`src/rtl/rgb_pkg.sv`:
```
package rgb_pkg;
  localparam int NCOL    = 3;
  localparam int DUTY_W  = 4;
  localparam int STEP_W  = DUTY_W;
  localparam int SLOPE_W = 4;
  localparam int POS_W   = 7;

  typedef enum logic [1:0] {
    PH_RED = 2'd0,
    PH_GRN = 2'd1,
    PH_BLU = 2'd2
  } phase_e;
endpackage

```
`src/rtl/rgb_timebase.sv`:
```
module rgb_timebase
  import rgb_pkg::*;
#(
  parameter int SLOT_BASE = 625
) (
  input  logic              clk,
  input  logic              rst_n,
  input  logic              run,
  input  logic              tick,
  input  logic [1:0]        cycle_sel,
  output logic [STEP_W-1:0] step_o,
  output phase_e            phase_o,
  output logic [POS_W-1:0]  slot_o
);
  localparam int SUB_W = $clog2(SLOT_BASE * 8 + 1);

  logic [STEP_W-1:0] step_q, step_d;
  phase_e            phase_q, phase_d;
  logic [POS_W-1:0]  slot_q, slot_d;
  logic [SUB_W-1:0]  sub_q, sub_d, sub_last;

  assign sub_last = (SUB_W'(SLOT_BASE) << cycle_sel) - SUB_W'(1);

  always_comb begin
    step_d  = step_q;
    phase_d = phase_q;
    slot_d  = slot_q;
    sub_d   = sub_q;
    if (!run) begin
      step_d  = '0;
      phase_d = PH_RED;
      slot_d  = '0;
      sub_d   = '0;
    end else if (tick) begin
      step_d = step_q + STEP_W'(1);
      if (step_q == {STEP_W{1'b1}}) begin
        case (phase_q)
          PH_RED:  phase_d = PH_GRN;
          PH_GRN:  phase_d = PH_BLU;
          default: phase_d = PH_RED;
        endcase
      end
      if (sub_q >= sub_last) begin
        sub_d  = '0;
        slot_d = slot_q + POS_W'(1);
      end else begin
        sub_d = sub_q + SUB_W'(1);
      end
    end
  end

  always_ff @(posedge clk or negedge rst_n) begin
    if (!rst_n) begin
      step_q  <= '0;
      phase_q <= PH_RED;
      slot_q  <= '0;
      sub_q   <= '0;
    end else begin
      step_q  <= step_d;
      phase_q <= phase_d;
      slot_q  <= slot_d;
      sub_q   <= sub_d;
    end
  end

  assign step_o  = step_q;
  assign phase_o = phase_q;
  assign slot_o  = slot_q;


  tb_hold_no_tick_chk: assert property (@(posedge clk) disable iff (!rst_n)
    (run && !tick) |=> ($stable(step_o) && $stable(slot_o) && $stable(phase_o)));


  tb_restart_slot_chk: assert property (@(posedge clk) disable iff (!rst_n)
    !run |=> (slot_o == '0 && step_o == '0));
endmodule

```
`src/rtl/rgb_ramp.sv`:
```
module rgb_ramp
  import rgb_pkg::*;
#(
  parameter int RAMP_TICKS = 661
) (
  input  logic               clk,
  input  logic               rst_n,
  input  logic               run,
  input  logic               tick,
  input  logic [DUTY_W-1:0]  duty,
  input  logic [SLOPE_W-1:0] slope,
  input  logic [POS_W-1:0]   on_pos,
  input  logic [POS_W-1:0]   off_pos,
  input  logic [POS_W-1:0]   slot,
  output logic [DUTY_W-1:0]  level_o
);
  localparam int MAX_MULT = 2 * (2 ** SLOPE_W - 1) + 1;
  localparam int RW       = $clog2(RAMP_TICKS * MAX_MULT + 1);

  logic [DUTY_W-1:0] level_q, level_d, target;
  logic [RW-1:0]     cnt_q, cnt_d, ivl_last;
  logic              steady, dark, want;

  assign steady   = (on_pos == '0) && (off_pos == '0);
  assign dark     = (on_pos == off_pos) && !steady;
  assign want     = (on_pos < off_pos) ? (slot >= on_pos && slot < off_pos)
                                       : (slot >= on_pos || slot < off_pos);
  assign target   = want ? duty : '0;
  assign ivl_last = RW'(RAMP_TICKS) * RW'({slope, 1'b1}) - RW'(1);

  always_comb begin
    level_d = level_q;
    cnt_d   = cnt_q;
    if (!run || dark) begin
      level_d = '0;
      cnt_d   = '0;
    end else if (steady) begin
      level_d = duty;
      cnt_d   = '0;
    end else if (tick) begin
      if (level_q == target) begin
        cnt_d = '0;
      end else if (cnt_q >= ivl_last) begin
        cnt_d   = '0;
        level_d = (level_q < target) ? level_q + DUTY_W'(1)
                                     : level_q - DUTY_W'(1);
      end else begin
        cnt_d = cnt_q + RW'(1);
      end
    end
  end

  always_ff @(posedge clk or negedge rst_n) begin
    if (!rst_n) begin
      level_q <= '0;
      cnt_q   <= '0;
    end else begin
      level_q <= level_d;
      cnt_q   <= cnt_d;
    end
  end

  assign level_o = level_q;


  tb_single_step_chk: assert property (@(posedge clk) disable iff (!rst_n)
    (run && !steady && !dark) |=>
      (level_q == $past(level_q) ||
       level_q == DUTY_W'($past(level_q) + DUTY_W'(1)) ||
       level_q == DUTY_W'($past(level_q) - DUTY_W'(1))));


  tb_level_hold_chk: assert property (@(posedge clk) disable iff (!rst_n)
    (run && !tick && !steady && !dark) |=> $stable(level_q));


  tb_dark_level_chk: assert property (@(posedge clk) disable iff (!rst_n)
    dark |=> (level_q == '0));
endmodule

```
`src/rtl/rgb_blink_pwm.sv`:
```
module rgb_blink_pwm
  import rgb_pkg::*;
#(
  parameter int SLOT_BASE  = 625,
  parameter int RAMP_TICKS = 661
) (
  input  logic                       clk,
  input  logic                       rst_n,
  input  logic                       tick_i,
  input  logic                       start_i,
  input  logic                       pwm_en_i,
  input  logic                       flash_en_i,
  input  logic [1:0]                 cycle_sel_i,
  input  logic [NCOL-1:0]            sw_i,
  input  logic [NCOL-1:0]            ext_mask_i,
  input  logic                       ext_pwm_i,
  input  logic [NCOL*DUTY_W-1:0]     duty_i,
  input  logic [NCOL*SLOPE_W-1:0]    slope_i,
  input  logic [NCOL*POS_W-1:0]      on_pos_i,
  input  logic [NCOL*POS_W-1:0]      off_pos_i,
  output logic [NCOL-1:0]            led_o
);
  logic [STEP_W-1:0] step_w;
  phase_e            phase_w;
  logic [POS_W-1:0]  slot_w;
  logic [NCOL-1:0]   led_d, led_q;

  rgb_timebase #(.SLOT_BASE(SLOT_BASE)) tb_i (
    .clk       (clk),
    .rst_n     (rst_n),
    .run       (start_i),
    .tick      (tick_i),
    .cycle_sel (cycle_sel_i),
    .step_o    (step_w),
    .phase_o   (phase_w),
    .slot_o    (slot_w)
  );

  for (genvar c = 0; c < NCOL; c++) begin : g_col
    localparam logic [1:0] PH_C = 2'(c);
    logic [DUTY_W-1:0] level;
    logic              in_phase, pwm_gate, raw, ext_ok;

    rgb_ramp #(.RAMP_TICKS(RAMP_TICKS)) ramp_i (
      .clk     (clk),
      .rst_n   (rst_n),
      .run     (start_i),
      .tick    (tick_i),
      .duty    (duty_i[c*DUTY_W +: DUTY_W]),
      .slope   (slope_i[c*SLOPE_W +: SLOPE_W]),
      .on_pos  (on_pos_i[c*POS_W +: POS_W]),
      .off_pos (off_pos_i[c*POS_W +: POS_W]),
      .slot    (slot_w),
      .level_o (level)
    );

    assign in_phase = flash_en_i || (phase_w == phase_e'(PH_C));
    assign pwm_gate = in_phase && (step_w < level);
    assign raw      = pwm_en_i ? pwm_gate : sw_i[c];
    assign ext_ok   = !ext_mask_i[c] || ext_pwm_i;
    assign led_d[c] = start_i && raw && ext_ok;
  end

  always_ff @(posedge clk or negedge rst_n) begin
    if (!rst_n) led_q <= '0;
    else        led_q <= led_d;
  end

  assign led_o = led_q;


  tb_master_off_chk: assert property (@(posedge clk) disable iff (!rst_n)
    !start_i |=> (led_o == '0));


  tb_direct_sw_chk: assert property (@(posedge clk) disable iff (!rst_n)
    (start_i && !pwm_en_i && ext_mask_i == '0) |=> (led_o == $past(sw_i)));


  tb_one_phase_chk: assert property (@(posedge clk) disable iff (!rst_n)
    (start_i && pwm_en_i && !flash_en_i) |=> $onehot0(led_o));


  tb_ext_gate_chk: assert property (@(posedge clk) disable iff (!rst_n)
    (ext_mask_i[0] && !ext_pwm_i) |=> !led_o[0]);
endmodule

```
`config.mk`:
```
export PLATFORM = sky130hd
export DESIGN_NAME = rgb_blink_pwm
export DESIGN_NICKNAME = d
export VERILOG_FILES = /design/src/rtl/rgb_pkg.sv /design/src/rtl/rgb_timebase.sv /design/src/rtl/rgb_ramp.sv /design/src/rtl/rgb_blink_pwm.sv
export SDC_FILE = /design/constraint.sdc
export NUM_CORES = 1
export LEC_CHECK = 0
export BUFFER_PORTS_ARGS = -buffer_cell sky130_fd_sc_hd__buf_4
export CORE_MARGIN = 2
export CORE_UTILIZATION = 55
export CTS_CLUSTER_DIAMETER = 40
export CTS_CLUSTER_SIZE = 16
export DETAILED_ROUTE_END_ITERATION = 6
export PLACE_DENSITY_LB_ADDON = 0.08
export SLEW_MARGIN = 10
export SYNTH_ARGS = -nofsm -noshare
export SYNTH_HDL_FRONTEND = slang
export SYNTH_SLANG_ARGS = --single-unit
```
`constraint.sdc`:
```
create_clock -name clk -period 4.3 [get_ports clk]
set_input_delay 0.86 -clock clk [delete_from_list [all_inputs] [get_ports clk]]
set_output_delay 0.86 -clock clk [all_outputs]
set_load 0.01 [all_outputs]
```
==> run_summary.xml, run 1 <==
<?xml version="1.0" encoding="UTF-8"?>
<metrics>
  <group name="die">
    <metric name="die_h" unit="um">143</metric>
    <metric name="die_width" unit="um">143</metric>
    <metric name="io_pins" unit="">84</metric>
    <metric name="fp.coreArea" unit="um2">18800</metric>
    <metric name="floorplan.rows" unit="">50</metric>
    <metric name="die-area" unit="um2">20400</metric>
    <metric name="initial_core_util" unit="">0.563</metric>
  </group>
  <group name="cells_and_area">
    <metric name="layout-drive-gt1-share" unit="">0.264</metric>
    <metric name="area_growth_syn_to_layout" unit="%">30.9</metric>
    <metric name="finish.cell_count_without_fillers" unit="">1754</metric>
    <metric name="nNetsFinal" unit="">1825</metric>
    <metric name="antenna-diode-count" unit="">0</metric>
    <metric name="nFillCells" unit="">1440</metric>
  </group>
  <group name="yosys">
    <metric name="post_synth_instance_area" unit="um2">10600</metric>
    <metric name="number_of_synthesized_flops_with_an_enable_pin" unit="">0</metric>
    <metric name="yosys_warnings" unit="">0</metric>
    <metric name="synthesis.instances" unit="">1248</metric>
    <metric name="avgSynthCellArea" unit="um2">8.50</metric>
    <metric name="yosys.area.top_type" unit="">sky130_fd_sc_hd__ha_1</metric>
    <metric name="portion_of_the_post_synthesis_area_used_by_sequential_elements" unit="">0.203</metric>
    <metric name="postSynth.topFlopCell" unit="">sky130_fd_sc_hd__dfrtp_1</metric>
    <metric name="synth.top_cells.by_count" unit="">228 x sky130_fd_sc_hd__ha_1, 145 x sky130_fd_sc_hd__inv_1, 100 x sky130_fd_sc_hd__nand2_1</metric>
    <metric name="yosys-top-cells-area" unit="">sky130_fd_sc_hd__ha_1 27%, sky130_fd_sc_hd__dfrtp_1 20%, sky130_fd_sc_hd__inv_1 5.1%, sky130_fd_sc_hd__fa_1 5.1%, sky130_fd_sc_hd__o21ai_0 4.6%</metric>
    <metric name="mappedNetlistNets" unit="">1584</metric>
    <metric name="synth_cell_type_count" unit="">66</metric>
    <metric name="ys_ff_latch" unit="">86</metric>
    <metric name="async_reset_ff_frac" unit="">1.00</metric>
    <metric name="synth.top_cell.area_share" unit="">0.269</metric>
    <metric name="synth_most_common_cell" unit="">sky130_fd_sc_hd__ha_1</metric>
  </group>
  <group name="drt">
    <metric name="via_per_instance_ratio" unit="">5.56</metric>
    <metric name="ant_nets" unit="">0</metric>
    <metric name="drt_first_iter_violations" unit="">389</metric>
    <metric name="drt_first_pass_iters" unit="">7</metric>
    <metric name="drt-total-wl" unit="um">25900</metric>
    <metric name="routed-via-count" unit="">9748</metric>
    <metric name="route.detailed.wl_per_inst" unit="um">14.7</metric>
    <metric name="drc" unit="">0</metric>
  </group>
  <group name="clock_tree">
    <metric name="clk_latency" unit="ns">0.35</metric>
    <metric name="clkSlewWorstSetupHoldPaths" unit="ns">0.06</metric>
    <metric name="cts_tree" unit="">yes</metric>
    <metric name="cts_hold_buffers" unit="">0</metric>
    <metric name="clock_sink_count" unit="">86</metric>
    <metric name="h-tree-depth" unit="">3</metric>
    <metric name="cts.path.max_buffers" unit="">2</metric>
    <metric name="cts_root_buf" unit="">sky130_fd_sc_hd__clkbuf_16</metric>
    <metric name="numCtsBuffers" unit="">9</metric>
  </group>
  <group name="worst_setup_path">
    <metric name="worstRegToRegCells" unit="">21</metric>
    <metric name="critical_path.reg2reg.startpoint" unit="">tb_i.slot_o[0]</metric>
    <metric name="reg2reg_setup_slack" unit="ns">0.14</metric>
    <metric name="required" unit="ns">4.57</metric>
    <metric name="endpoint_kind" unit="">flip-flop</metric>
    <metric name="worstSetupStartpointType" unit="">input port</metric>
    <metric name="cp_class" unit="">input port to flip-flop</metric>
    <metric name="crit_fanout" unit="">5</metric>
    <metric name="crit_arrival" unit="ns">4.83</metric>
    <metric name="reg2reg_to" unit="">g_col[2].ramp_i.level_o[3]</metric>
  </group>
  <group name="worst_hold_path">
    <metric name="hold_path_class" unit="">flip-flop to flip-flop</metric>
    <metric name="hold_end" unit="">g_col[1].ramp_i.cnt_q[13]</metric>
    <metric name="worst_hold_startpoint" unit="">g_col[1].ramp_i.cnt_q[13]</metric>
    <metric name="hold_depth" unit="">1</metric>
  </group>
  <group name="sta">
    <metric name="worst_hold_slack_across_all_endpoints" unit="ns">0.498</metric>
    <metric name="setup_slack" unit="ns">-0.264</metric>
    <metric name="finalClockSkew" unit="ns">0.00726</metric>
    <metric name="rsz0062_at_grt" unit="">yes</metric>
    <metric name="slew-limit-headroom" unit="">0.285</metric>
    <metric name="setup_total_negative_slack" unit="ns">-8.89</metric>
    <metric name="timing_worst_slew_pin_value" unit="ns">1.06</metric>
    <metric name="fmax" unit="GHz">0.219</metric>
    <metric name="min_period_over_period" unit="">1.06</metric>
    <metric name="maxSlewViolCount" unit="">0</metric>
    <metric name="final-setup-viol-count" unit="">57</metric>
    <metric name="period_needed" unit="ns">4.56</metric>
    <metric name="hold_viol" unit="">0</metric>
  </group>
  <group name="global_route">
    <metric name="globalRouteTotalUtil" unit="">0.257</metric>
    <metric name="globalRoute.totalOverflow" unit="">0</metric>
    <metric name="via_count_of_the_first_global_routing_pass" unit="">9462</metric>
    <metric name="grt_max_degree" unit="">76</metric>
    <metric name="wire_length_of_the_first_global_routing_pass" unit="um">43400</metric>
    <metric name="antenna_found_initial" unit="">0</metric>
  </group>
  <group name="pwr">
    <metric name="power.net_switching" unit="mW">2.03</metric>
    <metric name="intPower" unit="mW">2.98</metric>
    <metric name="p_comb_frac" unit="">0.630</metric>
    <metric name="power_leakage" unit="nW">6.91</metric>
    <metric name="p_per_area" unit="nW/um2">361</metric>
    <metric name="power_switching_share" unit="">0.406</metric>
    <metric name="sequentialPowerShare" unit="">0.211</metric>
    <metric name="design_power_total" unit="mW">5.02</metric>
    <metric name="clockPowerShare" unit="">0.159</metric>
    <metric name="worst_vdd_rail_ir_drop" unit="V">0.000291</metric>
  </group>
  <group name="place">
    <metric name="dp_hpwl" unit="um">20100</metric>
    <metric name="place_inst" unit="">1715</metric>
    <metric name="globalplace.congestion" unit="">0.898</metric>
    <metric name="port_buffers" unit="">83</metric>
  </group>
  <group name="run">
    <metric name="number_of_violations_of_the_max_capacitance_limit" unit="">0</metric>
  </group>
  <group name="run_status">
    <metric name="violations" unit="">setup timing</metric>
    <metric name="outcome" unit="">finished, violations left</metric>
  </group>
</metrics>
-- stage by stage --
stage / area [um2] / worst slack [ns] / util
3_3_place_gp: 12900 / -0.695 / 0.685
5_1_grt: 13900 / -0.485 / 0.737
6_report: 13900 / -0.264 / 0.737
4_1_cts: 13600 / -0.284 / 0.723
3_5_place_dp: 12900 / -0.813 / 0.685
2_1_floorplan: 11000 / -0.649 / -
-- cell families after synthesis --
logic type / synth area share
fa+ha+maj: 0.323
flops: 0.203
buf+inv: 0.0603
simple gates: 0.176
mux: 0.00944
xor+xnor: 0.0578
compound gates: 0.170
-- layout make-up --
type / count / area (um2) / share of cell area
inverters: 145 / 559 / 0.0403
repair buffers: 246 / 1940 / 0.140
multi-input cells: 1001 / 8610 / 0.620
well taps: 260 / 325 / 0.0234
clock inverters: 5 / 56.3 / 0.00406
flip-flops and latches: 86 / 2150 / 0.155
clock buffers: 11 / 243 / 0.0175
-- flip-flops by register name, summed over array words and instances (netlist names) --
name	cells
led_o	3
tb_i.phase_o	2
tb_i.step_o	4
tb_i.slot_o	7
g_col.ramp_i.level_o	12
g_col.ramp_i.cnt_q	45
tb_i.sub_q	13
-- worst max-delay path by stage --
stage / from / end / slack [ns] / cells past startpoint
3_3_place_gp: slope_i[10] / g_col[2].ramp_i.cnt_q[8] / -0.70 / 19
4_1_cts: slope_i[6] / g_col[1].ramp_i.cnt_q[3] / -0.28 / 21
6_report: slope_i[6] / g_col[1].ramp_i.cnt_q[3] / -0.26 / 21
5_1_grt: slope_i[6] / g_col[1].ramp_i.cnt_q[3] / -0.48 / 21
2_1_floorplan: slope_i[11] / g_col[2].ramp_i.cnt_q[10] / -0.65 / 18
3_5_place_dp: slope_i[10] / g_col[2].ramp_i.cnt_q[6] / -0.81 / 19
-- power groups by stage --
stage	registers (mW)	clock network [mW]	logic, mW
floorplan	1.02	0	1.95
global placement	1.06	0	2.78
detailed placement	1.06	0	2.88
CTS	1.05	0.815	3.04
global route	1.08	0.847	3.57
finish	1.06	0.800	3.16
-- cell usage in the layout, fill, tap and decap left out, drive strengths merged, types with 9 or more instances in the layout --
cell    Yosys  layout
xor2       32      32
clkbuf     12      11
nand2     100     101
xnor2      38      38
inv       145     142
dfrtp      86      86
nor3       16      16
nor4       10      10
nand2b     20      20
nand3      38      38
and3       16      16
and2        9       9
ha        228     228
buf         6     246
fa         27      27
or3        16      17
mux2i      10      10
nand4      29      29
o21ai     101     101
a21o       31      31
a21oi      77      77
nor2       72      72
o31ai      14      14
nor2b      18      18
-- timing repair --
item                       4_1_cts  5_1_grt
gates cloned                     2        1
pin swaps                       34       21
setup buffers                   17        9
resized for setup               66       57
setup endpoints to repair       57       57
-- metal layers --
metal / vias to the layer above / global-route usage / wire length, um
met2: 145 / 0.459 / 13100
met1: 4669 / 0.332 / 11700
met5: - / 0 / 0
met3: 34 / 0.0322 / 740
li1: 4900 / - / -
met4: 0 / 0.0599 / 380
-- worst max-delay path, cell delays in order --
cell and delay (ns):
sky130_fd_sc_hd__buf_8 0.09, sky130_fd_sc_hd__clkinvlp_4 0.15, sky130_fd_sc_hd__ha_4 0.33, sky130_fd_sc_hd__ha_4 0.21
sky130_fd_sc_hd__xor2_4 0.19, sky130_fd_sc_hd__fa_2 0.36, sky130_fd_sc_hd__a21o_1 0.19, sky130_fd_sc_hd__a21oi_2 0.17
sky130_fd_sc_hd__o21ai_2 0.08, sky130_fd_sc_hd__o221ai_2 0.20, sky130_fd_sc_hd__o21ai_1 0.11, sky130_fd_sc_hd__a21oi_1 0.16
sky130_fd_sc_hd__xor2_1 0.22, sky130_fd_sc_hd__ha_1 0.29, sky130_fd_sc_hd__a21oi_1 0.13, sky130_fd_sc_hd__o21ai_1 0.09
sky130_fd_sc_hd__a21oi_2 0.18, sky130_fd_sc_hd__o2111ai_4 0.16, sky130_fd_sc_hd__or2_4 0.28, sky130_fd_sc_hd__or3_1 0.32
sky130_fd_sc_hd__o211ai_1 0.09
Note: power is estimated with default switching activity, not from simulation.
==> run 2: changes to the inputs <==
==> constraint.sdc (replaced) <==
create_clock -name clk -period 4.3 [get_ports clk]
set_input_delay 0.645 -clock clk [delete_from_list [all_inputs] [get_ports clk]]
set_output_delay 0.645 -clock clk [all_outputs]
set_load 0.01 [all_outputs]
==> run 2 against run 1 <==
The run still ends with setup timing left. Largest power group unchanged. Worst setup slack gained 0.25 ns. Clock power decreased by 2%. Critical path depth fell by 1.
==> run_summary.xml, run 2 (synthesis gave the netlist of run 1 again) <==
<?xml version="1.0" encoding="UTF-8"?>
<metrics>
  <group name="run">
    <metric name="number_of_violations_of_the_max_capacitance_limit" unit="">0</metric>
  </group>
  <group name="pwr">
    <metric name="p_per_area" unit="nW/um2">358</metric>
    <metric name="power_leakage" unit="nW">6.81</metric>
    <metric name="design_power_total" unit="mW">4.89</metric>
    <metric name="worst_vdd_rail_ir_drop" unit="V">0.000249</metric>
  </group>
  <group name="sta">
    <metric name="timing_worst_slew_pin_value" unit="ns">0.970</metric>
    <metric name="slew-limit-headroom" unit="">0.344</metric>
    <metric name="worst_hold_slack_across_all_endpoints" unit="ns">0.331</metric>
    <metric name="final-setup-viol-count" unit="">3</metric>
    <metric name="setup_slack" unit="ns">-0.0126</metric>
    <metric name="maxSlewViolCount" unit="">0</metric>
    <metric name="hold_viol" unit="">0</metric>
    <metric name="min_period_over_period" unit="">1.00</metric>
    <metric name="fmax" unit="GHz">0.232</metric>
    <metric name="period_needed" unit="ns">4.31</metric>
    <metric name="finalClockSkew" unit="ns">0.00775</metric>
    <metric name="rsz0062_at_grt" unit="">yes</metric>
  </group>
  <group name="cells_and_area">
    <metric name="finish.utilization" unit="">0.727</metric>
    <metric name="layout-drive-gt1-share" unit="">0.252</metric>
    <metric name="largest_register_ff_count" unit="">45</metric>
    <metric name="area_growth_syn_to_layout" unit="%">29.0</metric>
    <metric name="antenna-diode-count" unit="">0</metric>
    <metric name="max_flop_register" unit="">g_col.ramp_i.cnt_q</metric>
    <metric name="nFillCells" unit="">1487</metric>
    <metric name="finish.cell_count_without_fillers" unit="">1732</metric>
    <metric name="layout_common_cells" unit="">210 x sky130_fd_sc_hd__ha_1, 207 x sky130_fd_sc_hd__buf_4, 138 x sky130_fd_sc_hd__inv_1</metric>
    <metric name="layout.cells.most_common" unit="">sky130_fd_sc_hd__ha_1</metric>
    <metric name="nNetsFinal" unit="">1804</metric>
  </group>
  <group name="worst_hold_path">
    <metric name="hold_path_class" unit="">input port to asynchronous set/reset pin</metric>
  </group>
  <group name="place">
    <metric name="dp_hpwl" unit="um">19700</metric>
    <metric name="place_inst" unit="">1701</metric>
    <metric name="detailedPlace.worstSlack" unit="ns">-0.604</metric>
    <metric name="globalplace.congestion" unit="">0.902</metric>
    <metric name="port_buffers" unit="">83</metric>
  </group>
  <group name="drt">
    <metric name="route.detailed.wl_per_inst" unit="um">14.5</metric>
    <metric name="drc" unit="">0</metric>
    <metric name="via_per_instance_ratio" unit="">5.52</metric>
    <metric name="routed-via-count" unit="">9552</metric>
    <metric name="drt_first_pass_iters" unit="">5</metric>
    <metric name="ant_nets" unit="">0</metric>
    <metric name="drt-total-wl" unit="um">25100</metric>
    <metric name="drt_first_iter_violations" unit="">369</metric>
  </group>
  <group name="clock_tree">
    <metric name="clock_sink_count" unit="">86</metric>
    <metric name="clk_latency" unit="ns">0.35</metric>
    <metric name="cts_root_buf" unit="">sky130_fd_sc_hd__clkbuf_16</metric>
    <metric name="clkSlewWorstSetupHoldPaths" unit="ns">0.06</metric>
    <metric name="h-tree-depth" unit="">3</metric>
    <metric name="cts_tree" unit="">yes</metric>
    <metric name="numCtsBuffers" unit="">9</metric>
    <metric name="cts.path.max_buffers" unit="">2</metric>
    <metric name="cts_hold_buffers" unit="">0</metric>
  </group>
  <group name="die">
    <metric name="die_width" unit="um">143</metric>
    <metric name="die-area" unit="um2">20400</metric>
    <metric name="fp.coreArea" unit="um2">18800</metric>
    <metric name="io_pins" unit="">84</metric>
    <metric name="initial_core_util" unit="">0.563</metric>
    <metric name="floorplan.rows" unit="">50</metric>
    <metric name="die_h" unit="um">143</metric>
  </group>
  <group name="global_route">
    <metric name="globalRouteTotalUtil" unit="">0.249</metric>
    <metric name="antenna_found_initial" unit="">0</metric>
    <metric name="grt_max_degree" unit="">53</metric>
    <metric name="wire_length_of_the_first_global_routing_pass" unit="um">42000</metric>
    <metric name="globalRoute.totalOverflow" unit="">0</metric>
    <metric name="via_count_of_the_first_global_routing_pass" unit="">9326</metric>
  </group>
  <group name="worst_setup_path">
    <metric name="crit_arrival" unit="ns">4.59</metric>
    <metric name="slowest_delay" unit="ns">0.58</metric>
    <metric name="cell_by_cell_trace_of_the_critical_path" unit="">buf_8 -&gt; clkinvlp_4 -&gt; buf_6 -&gt; fa_2 -&gt; fa_1 -&gt; ha_4 -&gt; a21oi_4 -&gt; o21ai_4 -&gt; o41ai_4 -&gt; o21bai_1 -&gt; a21oi_1 -&gt; xor2_1 -&gt; ha_2 -&gt; a21o_1 -&gt; a21oi_2 -&gt; o21a_1 -&gt; o31ai_4 -&gt; or3_4 -&gt; or3_1 -&gt; o21ai_2</metric>
    <metric name="worst_path_max_delay_cell" unit="">sky130_fd_sc_hd__fa_1</metric>
    <metric name="required" unit="ns">4.58</metric>
    <metric name="endpoint_kind" unit="">flip-flop</metric>
    <metric name="worstSetupStartpointType" unit="">input port</metric>
    <metric name="worstRegToRegCells" unit="">20</metric>
    <metric name="crit_fanout" unit="">6</metric>
    <metric name="cp_class" unit="">input port to flip-flop</metric>
  </group>
  <group name="run_status">
    <metric name="violations" unit="">setup timing</metric>
    <metric name="outcome" unit="">finished, violations left</metric>
  </group>
</metrics>
## run 2: cell count changes in the layout (fill, tap and decap cells not counted), sizes merged
| cell | previous run | this run |
|---|---|---|
| buf | 246 | 226 |
| nand2 | 101 | 100 |
| inv | 142 | 141 |
## run 2: power by group
part           internal [mW]  total (mW)  leakage, nW  switching (mW)
clock                  0.461       0.784        0.141           0.323
combinational           1.55        3.06         5.50            1.51
sequential             0.899        1.05         1.17           0.152
## run 2: worst paths after layout
check | to | from | slack, ns
max | g_col[2].ramp_i.cnt_q[10] | slope_i[11] | -0.01
min | tb_i.sub_q[11] | rst_n | 0.33
max reg2reg | g_col[2].ramp_i.level_o[3] | tb_i.slot_o[1] | 0.34
min reg2reg | g_col[1].ramp_i.cnt_q[13] | g_col[1].ramp_i.cnt_q[13] | 0.52
max in group asynchronous | g_col[2].ramp_i.cnt_q[14] | rst_n | 3.05
min in group clk | led_o[0] | pwm_en_i | 0.51
## run 2: cell type report
cell class / instances / area (um2) / area share
Sequential cell: 86 / 2150 / 0.157
Multi-Input combinational cell: 1000 / 8570 / 0.626
Inverter: 145 / 559 / 0.0409
Clock inverter: 4 / 47.5 / 0.00348
Clock buffer: 11 / 243 / 0.0177
Tap cell: 260 / 325 / 0.0238
Timing Repair Buffer: 226 / 1790 / 0.131
## run 2: worst max-delay path: cells and delay by family
| family | cells | cell delay [ns] |
|---|---|---|
| AOI/OAI and AO/OA | 10 | 1.44 |
| xor gates and xnor gates | 1 | 0.09 |
| adders and majority gates | 4 | 1.33 |
| buffers and inverters | 3 | 0.32 |
| and+or+nand+nor | 2 | 0.75 |
## run 2: through the flow
| stage | instance area (um2) | setup TNS [ns] |
|---|---|---|
| after global routing | 13700 | -5.90 |
| final | 13700 | -0.0250 |
| after detailed placement | 12800 | -21.61 |
| after CTS | 13300 | -0.0321 |
| after floorplan | 11000 | -4.54 |
| after global placement | 12800 | -17.66 |
## run 2: layer usage
layer / vias to the layer above / wire, um / global-route usage
met1: 4541 / 11100 / 0.310
met3: 29 / 628 / 0.0319
li1: 4860 / - / -
met5: - / 0 / 0
met2: 122 / 13000 / 0.460
met4: 0 / 369 / 0.0537
## run 2: repair_timing
item / CTS / global route
endpoints found under the hold margin: 0 / 0
pin swaps: 38 / 46
cloned: 1 / 0
resized for setup: 33 / 102
setup endpoints to repair: 33 / 56
setup buffers: 6 / 10
==> run 3: changes to the inputs <==
- BUFFER_PORTS_ARGS: -buffer_cell sky130_fd_sc_hd__buf_4 -> not set
- DONT_BUFFER_PORTS: not set -> 1
==> run 3 against run 2 <==
The run now ends clean. Sequential power about the same. Cell count decreased by 7.2%. Worst setup slack improved by 0.024 ns. Critical path depth unchanged. Hold slack got worse by 0.16 ns. Power decreased by 4.6%. Wire length decreased by 3.8%. Critical path type unchanged. Highest routed layer unchanged.
==> run_summary.xml, run 3 (synthesis gave the netlist of run 1 again) <==
<?xml version="1.0" encoding="UTF-8"?>
<metrics>
  <group name="worst_setup_path">
    <metric name="endpoint_kind" unit="">flip-flop</metric>
    <metric name="worstSetupStartpoint" unit="">slope_i[6]</metric>
    <metric name="crit_arrival" unit="ns">4.54</metric>
    <metric name="critical_path.reg2reg.startpoint" unit="">tb_i.slot_o[0]</metric>
    <metric name="cp_class" unit="">input port to flip-flop</metric>
    <metric name="required" unit="ns">4.56</metric>
    <metric name="worstRegToRegCells" unit="">21</metric>
    <metric name="reg2reg_to" unit="">g_col[0].ramp_i.level_o[3]</metric>
    <metric name="crit_fanout" unit="">5</metric>
    <metric name="reg2reg_setup_slack" unit="ns">0.43</metric>
    <metric name="worstSetupStartpointType" unit="">input port</metric>
  </group>
  <group name="sta">
    <metric name="finalClockSkew" unit="ns">0.00734</metric>
    <metric name="slew-limit-headroom" unit="">0.156</metric>
    <metric name="hold_viol" unit="">0</metric>
    <metric name="timing_worst_slew_pin_value" unit="ns">1.26</metric>
    <metric name="maxSlewViolCount" unit="">0</metric>
    <metric name="setup_slack" unit="ns">0.0112</metric>
    <metric name="final-setup-viol-count" unit="">0</metric>
    <metric name="period_needed" unit="ns">4.29</metric>
    <metric name="fmax" unit="GHz">0.233</metric>
    <metric name="min_period_over_period" unit="">0.997</metric>
    <metric name="rsz0062_at_grt" unit="">yes</metric>
  </group>
  <group name="cells_and_area">
    <metric name="nFillCells" unit="">1565</metric>
    <metric name="layout.cells.most_common" unit="">sky130_fd_sc_hd__ha_1</metric>
    <metric name="finalInstanceArea" unit="um2">12600</metric>
    <metric name="largest_register_ff_count" unit="">45</metric>
    <metric name="max_flop_register" unit="">g_col.ramp_i.cnt_q</metric>
    <metric name="multiInputGateArea" unit="um2">8470</metric>
    <metric name="layout_common_cells" unit="">210 x sky130_fd_sc_hd__ha_1, 138 x sky130_fd_sc_hd__inv_1, 94 x sky130_fd_sc_hd__nand2_1</metric>
    <metric name="antenna-diode-count" unit="">0</metric>
    <metric name="layout-drive-gt1-share" unit="">0.173</metric>
    <metric name="regArea" unit="um2">2150</metric>
    <metric name="area_growth_syn_to_layout" unit="%">18.9</metric>
    <metric name="finish.utilization" unit="">0.670</metric>
    <metric name="nNetsFinal" unit="">1678</metric>
  </group>
  <group name="die">
    <metric name="die_width" unit="um">143</metric>
    <metric name="die_h" unit="um">143</metric>
    <metric name="floorplan.rows" unit="">50</metric>
    <metric name="fp.coreArea" unit="um2">18800</metric>
    <metric name="initial_core_util" unit="">0.563</metric>
    <metric name="die-area" unit="um2">20400</metric>
    <metric name="io_pins" unit="">84</metric>
  </group>
  <group name="drt">
    <metric name="ant_nets" unit="">0</metric>
    <metric name="drt-total-wl" unit="um">24100</metric>
    <metric name="via_per_instance_ratio" unit="">5.61</metric>
    <metric name="drt_first_iter_violations" unit="">378</metric>
    <metric name="drc" unit="">0</metric>
    <metric name="met2_wirelength" unit="um">12100</metric>
    <metric name="route.detailed.wl_per_inst" unit="um">15.0</metric>
    <metric name="drt_first_pass_iters" unit="">5</metric>
    <metric name="met3_wirelength" unit="um">686</metric>
    <metric name="routed.top_layer" unit="">met4</metric>
    <metric name="routed-via-count" unit="">9015</metric>
    <metric name="met1Wirelength" unit="um">10900</metric>
  </group>
  <group name="clock_tree">
    <metric name="cts_tree" unit="">yes</metric>
    <metric name="cts_root_buf" unit="">sky130_fd_sc_hd__clkbuf_16</metric>
    <metric name="clk_latency" unit="ns">0.34</metric>
    <metric name="cts.path.max_buffers" unit="">2</metric>
    <metric name="numCtsBuffers" unit="">9</metric>
    <metric name="clkSlewWorstSetupHoldPaths" unit="ns">0.07</metric>
    <metric name="clock_sink_count" unit="">86</metric>
    <metric name="h-tree-depth" unit="">3</metric>
  </group>
  <group name="pwr">
    <metric name="design_power_total" unit="mW">4.67</metric>
    <metric name="p_per_area" unit="nW/um2">370</metric>
    <metric name="power_leakage" unit="nW">6.17</metric>
    <metric name="worst_vdd_rail_ir_drop" unit="V">0.000347</metric>
  </group>
  <group name="place">
    <metric name="detailedPlace.worstSlack" unit="ns">-0.474</metric>
    <metric name="postPlaceCellArea" unit="um2">11800</metric>
    <metric name="globalplace.congestion" unit="">0.847</metric>
    <metric name="dp_hpwl" unit="um">18800</metric>
    <metric name="port_buffers" unit="">0</metric>
  </group>
  <group name="global_route">
    <metric name="via_count_of_the_first_global_routing_pass" unit="">8663</metric>
    <metric name="globalRoute.totalOverflow" unit="">0</metric>
    <metric name="grt_max_degree" unit="">87</metric>
    <metric name="globalRouteTotalUtil" unit="">0.240</metric>
    <metric name="wire_length_of_the_first_global_routing_pass" unit="um">40400</metric>
    <metric name="antenna_found_initial" unit="">0</metric>
  </group>
  <group name="run_status">
    <metric name="outcome" unit="">complete, no violations</metric>
  </group>
  <group name="worst_hold_path">
    <metric name="hold_path_class" unit="">input port to asynchronous set/reset pin</metric>
  </group>
  <group name="run">
    <metric name="number_of_violations_of_the_max_capacitance_limit" unit="">0</metric>
  </group>
</metrics>
-- run 3: changes by cell type in the layout (fill, tap and decap cells not counted), sizes merged --
| cell | delta |
|---|---|
| buf | -126 |
| clkbuf | -2 |
| clkinv | +2 |
| inv | +1 |
-- run 3: worst max path at each step --
stage | endpoint | slack, ns | cells after the start
after global placement | g_col[2].ramp_i.cnt_q[10] | -0.40 | 18
after floorplan | g_col[2].ramp_i.cnt_q[10] | -0.43 | 18
after CTS | g_col[1].ramp_i.cnt_q[3] | 0.02 | 19
after detailed placement | g_col[2].ramp_i.cnt_q[14] | -0.47 | 19
after global routing | g_col[1].ramp_i.cnt_q[3] | -0.19 | 20
final | g_col[1].ramp_i.cnt_q[3] | 0.01 | 20
-- run 3: metal layers --
| metal | vias to the layer above | GRT usage |
|---|---|---|
| li1 | 4599 | - |
| met1 | 4274 | 0.305 |
| met2 | 116 | 0.426 |
| met3 | 26 | 0.0366 |
| met4 | 0 | 0.0620 |
| met5 | - | 0 |
-- run 3: through the flow --
step	setup TNS, ns	hold WS [ns]	std cells
2_1_floorplan	-4.54	0.349	1248
3_3_place_gp	-12.13	0.351	1577
3_5_place_dp	-15.27	0.351	1577
4_1_cts	0	0.208	1597
5_1_grt	-2.33	0.205	1607
6_report	0	0.170	1607
-- run 3: report_power, final --
part	switching [mW]	internal, mW	total (mW)
sequential	0.154	0.898	1.05
combinational	1.40	1.42	2.82
clock	0.348	0.453	0.800
-- run 3: critical path: stages --
cell                         delay, ns
sky130_fd_sc_hd__clkinvlp_4       0.14
sky130_fd_sc_hd__fa_2             0.58
sky130_fd_sc_hd__inv_2            0.04
sky130_fd_sc_hd__ha_4             0.26
sky130_fd_sc_hd__ha_4             0.20
sky130_fd_sc_hd__a21o_1           0.18
sky130_fd_sc_hd__a21oi_2          0.18
sky130_fd_sc_hd__o21ai_2          0.09
sky130_fd_sc_hd__o221ai_2         0.16
sky130_fd_sc_hd__o21ai_1          0.10
sky130_fd_sc_hd__a21oi_1          0.16
sky130_fd_sc_hd__xor2_1           0.25
sky130_fd_sc_hd__ha_1             0.30
sky130_fd_sc_hd__a21oi_1          0.16
sky130_fd_sc_hd__o21ai_2          0.08
sky130_fd_sc_hd__a21oi_2          0.18
sky130_fd_sc_hd__o2111ai_4        0.16
sky130_fd_sc_hd__or2_4            0.28
sky130_fd_sc_hd__or3_1            0.31
sky130_fd_sc_hd__o211ai_1         0.09
-- run 3: area by class of cell --
type,count,area share
Clock buffer,9,0.0179
Inverter,145,0.0444
Clock inverter,7,0.00586
Timing Repair Buffer,100,0.0638
Tap cell,260,0.0258
Multi-Input combinational cell,1000,0.672
Sequential cell,86,0.171
-- run 3: what timing repair did --
item / in CTS / in global routing
endpoints found under the hold margin: 86 / 0
setup endpoints to repair: 14 / 54
hold buffers: 1 / 0
resized for setup: 1 / 95
pin swaps: 5 / 45
setup buffers: 3 / 9
gates cloned: 0 / 1
